==> src/rtl/dmac_pkg.sv <==
package dmac_pkg;
  typedef enum logic [1:0] {
    ST_IDLE  = 2'd0,
    ST_ARMED = 2'd1,
    ST_XFER  = 2'd2
  } dmac_state_e;

  // completion causes, index order is the priority order (higher wins)
  localparam int NUM_CAUSES = 3;
  localparam int CAUSE_LOCAL = 0;
  localparam int CAUSE_EXT   = 1;
  localparam int CAUSE_ERR   = 2;
  localparam int CODE_W      = $clog2(NUM_CAUSES + 1);
endpackage

==> src/rtl/dmac_addr_ctr.sv <==
module dmac_addr_ctr #(
  parameter int ADDR_W = 16,
  parameter int STEP_W = 8
) (
  input  logic              clk,
  input  logic              rst,
  input  logic              load,
  input  logic [ADDR_W-1:0] load_val,
  input  logic              adv,
  input  logic [STEP_W-1:0] step,
  input  logic [ADDR_W-1:0] end_addr,
  output logic [ADDR_W-1:0] addr,
  output logic              at_end
);
  always_ff @(posedge clk) begin
    if (rst)       addr <= '0;
    else if (load) addr <= load_val;
    else if (adv)  addr <= addr + ADDR_W'(step);
  end

  assign at_end = (addr == end_addr);
endmodule

==> src/rtl/dmac_fsm.sv <==
module dmac_fsm
  import dmac_pkg::*;
(
  input  logic                  clk,
  input  logic                  rst,
  input  logic                  run,
  input  logic                  fin,
  input  logic                  bad_range,
  input  logic                  req,
  input  logic                  term,
  input  logic                  at_end,
  input  logic                  bus_ack,
  input  logic                  bus_err,
  output dmac_state_e           state,
  output logic                  load,
  output logic                  adv,
  output logic [NUM_CAUSES-1:0] set_cause
);
  dmac_state_e state_n;

  always_comb begin
    state_n   = state;
    load      = 1'b0;
    adv       = 1'b0;
    set_cause = '0;
    case (state)
      ST_IDLE: begin
        if (run && !fin) begin
          if (bad_range) begin
            set_cause[CAUSE_ERR] = 1'b1;
          end else begin
            load    = 1'b1;
            state_n = ST_ARMED;
          end
        end
      end
      ST_ARMED: begin
        if (!run) begin
          state_n = ST_IDLE;
        end else if (at_end || term) begin
          set_cause[CAUSE_LOCAL] = at_end;
          set_cause[CAUSE_EXT]   = term;
          state_n                = ST_IDLE;
        end else if (req) begin
          state_n = ST_XFER;
        end
      end
      ST_XFER: begin
        if (!run) begin
          state_n = ST_IDLE;
        end else if (bus_ack) begin
          if (bus_err) begin
            set_cause[CAUSE_ERR] = 1'b1;
            state_n              = ST_IDLE;
          end else begin
            adv     = 1'b1;
            state_n = ST_ARMED;
          end
        end
      end
      default: state_n = ST_IDLE;
    endcase
  end

  always_ff @(posedge clk) begin
    if (rst) state <= ST_IDLE;
    else     state <= state_n;
  end
endmodule

==> src/rtl/dmac_status.sv <==
module dmac_status
  import dmac_pkg::*;
(
  input  logic                  clk,
  input  logic                  rst,
  input  logic                  run,
  input  logic                  req,
  input  logic                  busy,
  input  logic [NUM_CAUSES-1:0] set_cause,
  output logic                  fin,
  output logic                  req_q,
  output logic                  irq,
  output logic                  done,
  output logic [CODE_W-1:0]     code
);
  logic [NUM_CAUSES-1:0] cause;
  logic                  run_q;

  always_ff @(posedge clk) begin
    if (rst) begin
      run_q <= 1'b0;
      req_q <= 1'b0;
      irq   <= 1'b0;
      cause <= '0;
    end else begin
      run_q <= run;
      req_q <= req;
      irq   <= |set_cause;
      cause <= run ? (cause | set_cause) : '0;
    end
  end

  // priority encoder: later (higher) index overrides earlier ones
  always_comb begin
    code = '0;
    for (int i = 0; i < NUM_CAUSES; i++) begin
      if (cause[i]) code = CODE_W'(i + 1);
    end
  end

  assign fin  = |cause;
  assign done = run_q & ~busy;
endmodule

==> src/rtl/dmac_chan.sv <==
module dmac_chan
  import dmac_pkg::*;
#(
  parameter int ADDR_W = 16,
  parameter int STEP_W = 8
) (
  input  logic              clk,
  input  logic              rst,
  input  logic              ctl_run,
  input  logic [ADDR_W-1:0] start_addr,
  input  logic [ADDR_W-1:0] end_addr,
  input  logic [STEP_W-1:0] step,
  input  logic              periph_req,
  input  logic              periph_term,
  output logic              periph_ack,
  output logic              bus_req,
  output logic [ADDR_W-1:0] bus_addr,
  input  logic              bus_ack,
  input  logic              bus_err,
  output logic              stat_busy,
  output logic              stat_done,
  output logic              stat_req,
  output logic [1:0]        stat_code,
  output logic              irq
);
  dmac_state_e           state;
  logic                  load, adv, at_end, fin;
  logic [NUM_CAUSES-1:0] set_cause;
  logic [CODE_W-1:0]     code;

  dmac_addr_ctr #(.ADDR_W(ADDR_W), .STEP_W(STEP_W)) u_addr (
    .clk(clk), .rst(rst), .load(load), .load_val(start_addr), .adv(adv),
    .step(step), .end_addr(end_addr), .addr(bus_addr), .at_end(at_end)
  );

  dmac_fsm u_fsm (
    .clk(clk), .rst(rst), .run(ctl_run), .fin(fin),
    .bad_range(end_addr < start_addr), .req(periph_req), .term(periph_term),
    .at_end(at_end), .bus_ack(bus_ack), .bus_err(bus_err), .state(state),
    .load(load), .adv(adv), .set_cause(set_cause)
  );

  assign stat_busy = (state != ST_IDLE);
  assign bus_req   = (state == ST_XFER);

  dmac_status u_stat (
    .clk(clk), .rst(rst), .run(ctl_run), .req(periph_req), .busy(stat_busy),
    .set_cause(set_cause), .fin(fin), .req_q(stat_req), .irq(irq),
    .done(stat_done), .code(code)
  );

  assign stat_code = 2'(code);

  always_ff @(posedge clk) begin
    if (rst) periph_ack <= 1'b0;
    else     periph_ack <= adv;
  end
endmodule

==> config.mk <==
export PLATFORM = sky130hd
export DESIGN_NAME = dmac_chan
export DESIGN_NICKNAME = d
export VERILOG_FILES = /design/src/rtl/dmac_pkg.sv /design/src/rtl/dmac_addr_ctr.sv /design/src/rtl/dmac_fsm.sv /design/src/rtl/dmac_status.sv /design/src/rtl/dmac_chan.sv
export SDC_FILE = /design/constraint.sdc
export NUM_CORES = 1
export LEC_CHECK = 0
export ABC_AREA = 1
export CAP_MARGIN = 5
export CORE_MARGIN = 3
export CORE_UTILIZATION = 45
export DETAILED_ROUTE_END_ITERATION = 10
export PLACE_DENSITY = 0.76
export SYNTH_ARGS = -nofsm -noshare
export SYNTH_HDL_FRONTEND = slang
export SYNTH_SLANG_ARGS = --single-unit
==> constraint.sdc <==
create_clock -name clk -period 3.7 [get_ports clk]
set_input_delay 0.37 -clock clk [delete_from_list [all_inputs] [get_ports clk]]
set_output_delay 0.37 -clock clk [all_outputs]
set_load 0.005 [all_outputs]
==> impl_metrics.env, run 1 <==
export IMPL_portBuffers=70
export IMPL_slew_limit_headroom_pct=56.99
export IMPL_drive_above_1_share_pct=5.765
export IMPL_grt_max_degree=19
export IMPL_clock_root_buffer="clkbuf_8"
export IMPL_max_cap_viol_count=0
export IMPL_wl_per_cell_um=12.83
export IMPL_dr_first_iter_drc_count=174
export IMPL_htreeDepth=1
export IMPL_synth_seq_cells=25
export IMPL_dpl_cell_count=517
export IMPL_leakagePower_nw=1.660
export IMPL_setup_tns_final_ns=0
export IMPL_final_nets=523
export IMPL_utilization_pct=61.92
export IMPL_die_area_um2=6450
export IMPL_clock_path_buffers=2
export IMPL_skew_ns=0.008797
export IMPL_rows=26
export IMPL_setup_violations=0
export IMPL_clock_latency_ns=0.28
export IMPL_start_util_pct=47.44
export IMPL_dr_pass1_iters=6
export IMPL_track_usage_pct=21.81
export IMPL_fp_dieW_um=80.31
export IMPL_worst_slack_ns=1.329
export IMPL_num_io_pins=71
export IMPL_cts_made_buffers=3
export IMPL_hold_path_class="reg -> reg"
export IMPL_path_max_fanout=7
export IMPL_finalWirelength_mm=6.685
export IMPL_stdcell_count=521
export IMPL_post_cts_setup_buffers=0
export IMPL_syn_nets=456
export IMPL_vias=2596
export IMPL_antenna_cells=0
export IMPL_syn_area_um2=2485
export IMPL_avgSynthCellArea_um2=6.454
export IMPL_ctsHoldBuffers=0
export IMPL_critPathCaptureType="register"
export IMPL_hold_viol_final=0
export IMPL_dp_slack_ns=1.133
export IMPL_vias_per_cell=4.983
export IMPL_ys_types=37
export IMPL_grt_pass1_wl_mm=11.34
export IMPL_dp_hpwl_mm=5.281
export IMPL_fill_cells=518
export IMPL_cellPowerDensity_nw_per_um2=247.3
export IMPL_routabilityCongestion=0.8628
export IMPL_rsz0062_at_grt="no"
export IMPL_critical_path_required_ns=3.91
export IMPL_die_h_um=80.31
export IMPL_antenna_found_initial=0
export IMPL_status="complete, no violations"
export IMPL_worstPathArrival_ns=2.58
export IMPL_clk_pin_slew_worst_paths_ns=0.10
export IMPL_core_area_um2=5238
export IMPL_cts_tree="built"
export IMPL_numClockSinks=25
export IMPL_synthCells=385
export IMPL_area_growth_pct=30.51
export IMPL_yosysWarningCount=0
export IMPL_path_class="in -> reg"
export IMPL_max_slew_worst_pin_slew_ns=0.6431
export IMPL_whs_ns=0.4976
export IMPL_antenna_left=0
export IMPL_ir_worst_vdd_mv=0.1973
export IMPL_synth_seq_area_share_pct=20.14
export IMPL_drc_errors=0
export IMPL_period_share_pct=64.07
export IMPL_start_kind="input pin"
export IMPL_grt_overflow_total=0
export IMPL_cts_repair_resized=0
export IMPL_first_global_vias=2607
export IMPL_slew_viol_final=0
export IMPL_finalWorstPathRequiredPeriod_ns=2.371
export IMPL_fmax_mhz=421.8
==> flip-flops by register name, summed over array words and instances, names as in the netlist <==
register and count:
u_addr.addr 16, u_stat.cause 3, u_fsm.state 2, periph_ack 1, u_stat.irq 1, u_stat.req_q 1
u_stat.run_q 1
==> metrics by stage <==
| stage | power (mW) | cell area, µm² |
|---|---|---|
| final | 0.8021 | 3243 |
| after CTS | 0.8073 | 3243 |
| after global placement | 0.6297 | 3197 |
| after global routing | 0.8608 | 3243 |
| after floorplan | 0.5081 | 2485 |
| after detailed placement | 0.6355 | 3197 |
==> final cells by class <==
type / count / area (µm²) / share of cell area (%)
Inverter: 73 / 274.0 / 8.449
Sequential cell: 25 / 500.5 / 15.43
Timing Repair Buffer: 71 / 708.2 / 21.84
Clock buffer: 3 / 41.29 / 1.273
Clock inverter: 1 / 5.005 / 0.1543
Tap cell: 70 / 87.58 / 2.701
Multi-Input combinational cell: 278 / 1627 / 50.15
==> layer usage <==
metal	share of wire [%]	vias to the layer above	track usage (%)
met5	0	-	0
met4	1.3	0	5.405
met3	5.8	6	4.036
met2	48	77	38.25
met1	45	1165	27.28
li1	-	1348	-
==> report_power, final <==
group | internal, mW | total [mW] | switching (mW)
clock | 0.0756 | 0.171 | 0.0955
sequential | 0.287 | 0.311 | 0.0247
combinational | 0.156 | 0.320 | 0.164
==> Yosys cell counts <==
cell type	count	area share, %
o21ai_0	5	1.0
nand2_2	1	0.25
xor2_1	20	7.0
nand3_2	7	2.8
nand2_1	96	15
ha_1	23	12
fa_1	1	0.81
or2_2	1	0.25
nand2_4	1	0.45
inv_2	4	0.60
buf_4	1	0.30
dfxtp_1	25	20
buf_2	2	0.40
nor2_8	1	0.81
o21bai_1	2	0.60
buf_12	1	0.81
o21ai_1	1	0.20
nand3_1	47	9.5
nand4_1	6	1.5
nor3_4	1	0.65
nor3_1	3	0.60
inv_1	68	10
clkbuf_1	1	0.15
clkbuf_2	1	0.20
nor2_1	28	4.2
nor2_2	2	0.50
a21oi_1	21	4.2
nand3b_1	3	0.91
buf_6	2	0.91
a21boi_0	2	0.60
clkinv_1	1	0.15
o21a_1	1	0.30
xnor2_1	1	0.35
a21oi_2	2	0.71
or2_0	1	0.25
nand2_8	1	0.81
buf_8	1	0.60
==> final timing paths <==
kind | from | end | slack (ns) | cells after the start
max | step[0] | u_addr.addr[8]$_SDFFE_PP0P_ | 1.33 | 14
min | u_stat.cause[1]$_SDFF_PP0_ | u_stat.cause[1]$_SDFF_PP0_ | 0.50 | 2
max reg2reg | u_addr.addr[0]$_SDFFE_PP0P_ | u_addr.addr[8]$_SDFFE_PP0P_ | 1.43 | 13
min reg2reg | u_stat.cause[1]$_SDFF_PP0_ | u_stat.cause[1]$_SDFF_PP0_ | 0.50 | 2
==> cell usage in the layout (no fill, tap or decap), types with 3 or more instances in the layout <==
cell             netlist  layout
nand2_1               96      96
clkdlybuf4s50_1        0      70
inv_1                 68      68
nand3_1               47      47
nor2_1                28      28
dfxtp_1               25      25
ha_1                  23      23
a21oi_1               21      21
xor2_1                20      20
nand3_2                7       7
nand4_1                6       6
o21ai_0                5       5
inv_2                  4       4
nor3_1                 3       3
nand3b_1               3       3
clkbuf_8               0       3
==> cells by family (layout without fill, tap and decap cells) <==
family / count (synthesis) / count (layout) / synth area share, %
AO/OA/AOI/OAI: 34 / 34 / 7.653
adder cells (fa/ha/maj): 24 / 24 / 12.39
buffers and inverters: 82 / 148 / 14.40
XOR/XNOR: 21 / 21 / 7.402
flip-flops: 25 / 25 / 20.14
AND/OR/NAND/NOR: 199 / 199 / 38.02
==> worst max-delay path, stage by stage <==
cell	delay, ns
clkdlybuf4s50_1	0.46
ha_1	0.17
inv_1	0.06
fa_1	0.41
inv_1	0.08
nand3_1	0.06
nand2_1	0.16
nand3_1	0.09
nand2_1	0.26
xor2_1	0.20
nand2_1	0.07
nand2_1	0.06
inv_1	0.04
a21oi_2	0.09
(Power assumes the default switching activity.)
==> inputs of run 2 (changes only) <==
- clock period: 3.7 -> 2.5 ns (I/O delays scaled with it)
==> run 2 against run 1 <==
First-iteration DRC count down 9.8%. Critical path depth is the same. Clock power grew 60%. Die area stayed put. Setup slack worse by 0.97 ns. Sequential share of layout area is 0.22 points lower. Sequential power is 48% higher. Sequential cell count unchanged. Via count is 0.46% lower. Register-to-register slack got worse by 1.1 ns. Count of clock-buffer cells in the layout unchanged. Critical endpoint is now u_addr.addr[10]$_SDFFE_PP0P_.
==> impl_metrics.env, run 2 (synthesis gave the netlist of run 1 again) <==
export IMPL_hold_path_class="reg -> reg"
export IMPL_dr_first_iter_drc_count=157
export IMPL_num_io_pins=71
export IMPL_clock_latency_ns=0.28
export IMPL_crit_buf_inv=4
export IMPL_hold_end="u_stat.cause[2]$_SDFF_PP0_"
export IMPL_final_common_cell="nand2_1"
export IMPL_antenna_found_initial=0
export IMPL_ctsHoldBuffers=0
export IMPL_antenna_cells=0
export IMPL_finalWirelength_mm=6.470
export IMPL_hold_viol_final=0
export IMPL_period_share_pct=85.73
export IMPL_leakagePower_nw=1.684
export IMPL_swShare_pct=35.60
export IMPL_area_growth_pct=32.38
export IMPL_clock_root_buffer="clkbuf_8"
export IMPL_path_class="in -> reg"
export IMPL_routabilityCongestion=0.8374
export IMPL_track_usage_pct=21.45
export IMPL_slew_viol_final=0
export IMPL_path_max_fanout=7
export IMPL_post_cts_setup_buffers=0
export IMPL_skew_ns=0.005584
export IMPL_max_cap_viol_count=0
export IMPL_grt_pass1_wl_mm=11.11
export IMPL_setup_violations=0
export IMPL_final_nets=527
export IMPL_critPathCaptureType="register"
export IMPL_rows=26
export IMPL_drc_errors=0
export IMPL_vias=2584
export IMPL_start_util_pct=47.44
export IMPL_seqPwrFrac_pct=37.7
export IMPL_clock_path_buffers=2
export IMPL_fmax_mhz=466.6
export IMPL_cts_repair_resized=0
export IMPL_cellPowerDensity_nw_per_um2=369.9
export IMPL_largestRegisters="u_addr.addr: 16 flops, u_stat.cause: 3 flops, u_fsm.state: 2 flops"
export IMPL_setup_tns_final_ns=0
export IMPL_cp_slowest_cell="clkdlybuf4s50_1"
export IMPL_numClockSinks=25
export IMPL_min_path_cells=2
export IMPL_r2r_setup_slack_ns=0.36
export IMPL_power_frac_comb_pct=39.9
export IMPL_slew_limit_headroom_pct=76.30
export IMPL_worstPathArrival_ns=2.38
export IMPL_ir_worst_vdd_mv=0.2559
export IMPL_critical_path_required_ns=2.74
export IMPL_largest_reg_flops=16
export IMPL_worstRegToRegCells=13
export IMPL_wl_per_cell_um=12.32
export IMPL_dp_hpwl_mm=5.227
export IMPL_finalWorstPathRequiredPeriod_ns=2.143
export IMPL_portBuffers=70
export IMPL_cts_tree="built"
export IMPL_drive_above_1_share_pct=6.593
export IMPL_dr_pass1_iters=5
export IMPL_vias_per_cell=4.922
export IMPL_status="complete, no violations"
export IMPL_p_switching_mw=0.4331
export IMPL_core_area_um2=5238
export IMPL_cpPeakStageDelay_ns=0.47
export IMPL_fill_cells=503
export IMPL_rsz0062_at_grt="no"
export IMPL_max_slew_worst_pin_slew_ns=0.3546
export IMPL_reg2reg_to="u_addr.addr[10]$_SDFFE_PP0P_"
export IMPL_rr_startpoint="u_addr.addr[0]$_SDFFE_PP0P_"
export IMPL_utilization_pct=62.80
export IMPL_grt_max_degree=19
export IMPL_fp_dieW_um=80.31
export IMPL_antenna_left=0
export IMPL_die_area_um2=6450
export IMPL_regMostFlops="u_addr.addr"
export IMPL_die_h_um=80.31
export IMPL_htreeDepth=1
export IMPL_internal_power_mw=0.7836
export IMPL_cts_made_buffers=3
export IMPL_min_delay_start="u_stat.cause[2]$_SDFF_PP0_"
export IMPL_grt_overflow_total=0
export IMPL_seq_area_um2=500.5
export IMPL_clk_pin_slew_worst_paths_ns=0.11
export IMPL_crit_family="simple AND/OR/NAND/NOR gates"
export IMPL_pwr_share_clk_pct=22.4
export IMPL_start_kind="input pin"
export IMPL_setup_worst_path_start="step[0]"
export IMPL_first_global_vias=2500
export IMPL_multiInputGateArea_um2=1627
export IMPL_crit_path_cell_trace="clkdlybuf4s50_1, ha_1, inv_1, fa_1, inv_1, nand3_1, nand2_1, nand3_1, nand2_1, a21oi_1, nand3b_1, nand3_1, nand2_1, inv_1"
export IMPL_mostFrequentLayoutCells="nand2_1, clkdlybuf4s50_1, inv_1"
run 2: tightest hold or removal path: stages, from the launching register on:
cell and delay, ns:
dfxtp_1 0.34, o21ai_0 0.08, inv_1 0.05
run 2: layout make-up:
class / instances / share of cell area, %
Clock buffer: 3 / 1.255
Clock inverter: 1 / 0.2663
Inverter: 73 / 8.330
Multi-Input combinational cell: 278 / 49.45
Sequential cell: 25 / 15.21
Tap cell: 70 / 2.663
Timing Repair Buffer: 75 / 22.82
run 2: worst max-delay path by stage:
stage	endpoint	slack, ns	depth (start not counted)
after floorplan	u_addr.addr[8]$_SDFFE_PP0P_	0.61	13
after global placement	u_addr.addr[12]$_SDFFE_PP0P_	0.09	14
after detailed placement	u_addr.addr[12]$_SDFFE_PP0P_	0.08	14
after CTS	u_addr.addr[10]$_SDFFE_PP0P_	0.36	14
after global routing	u_addr.addr[10]$_SDFFE_PP0P_	0.14	13
final	u_addr.addr[10]$_SDFFE_PP0P_	0.36	14
run 2: power by group through the flow:
| stage | registers [mW] | clock network [mW] | logic [mW] |
|---|---|---|---|
| after floorplan | 0.460 | 0 | 0.292 |
| after global placement | 0.467 | 0 | 0.478 |
| after detailed placement | 0.468 | 0 | 0.484 |
| after CTS | 0.459 | 0.273 | 0.488 |
| after global routing | 0.465 | 0.296 | 0.545 |
| final | 0.459 | 0.273 | 0.485 |
run 2: stage by stage:
stage                     total power, mW  instances  hold slack (ns)  instance area, µm²  setup slack [ns]
final                               1.217        525           0.4895                3289            0.3568
after global routing                1.305        525           0.5115                3289            0.1419
after CTS                           1.220        525           0.4928                3289            0.3581
after detailed placement           0.9529        521           0.4649                3239           0.07841
after global placement             0.9458        521           0.4613                3239           0.09327
after floorplan                    0.7520        385           0.3191                2485            0.6150
run 2: routing by layer:
layer	vias up	GRT usage, %	share of wire [%]
met2	83	36.42	47
met4	0	4.392	1.3
met3	6	3.363	6.5
met5	-	0	0
li1	1353	-	-
met1	1142	28.57	45
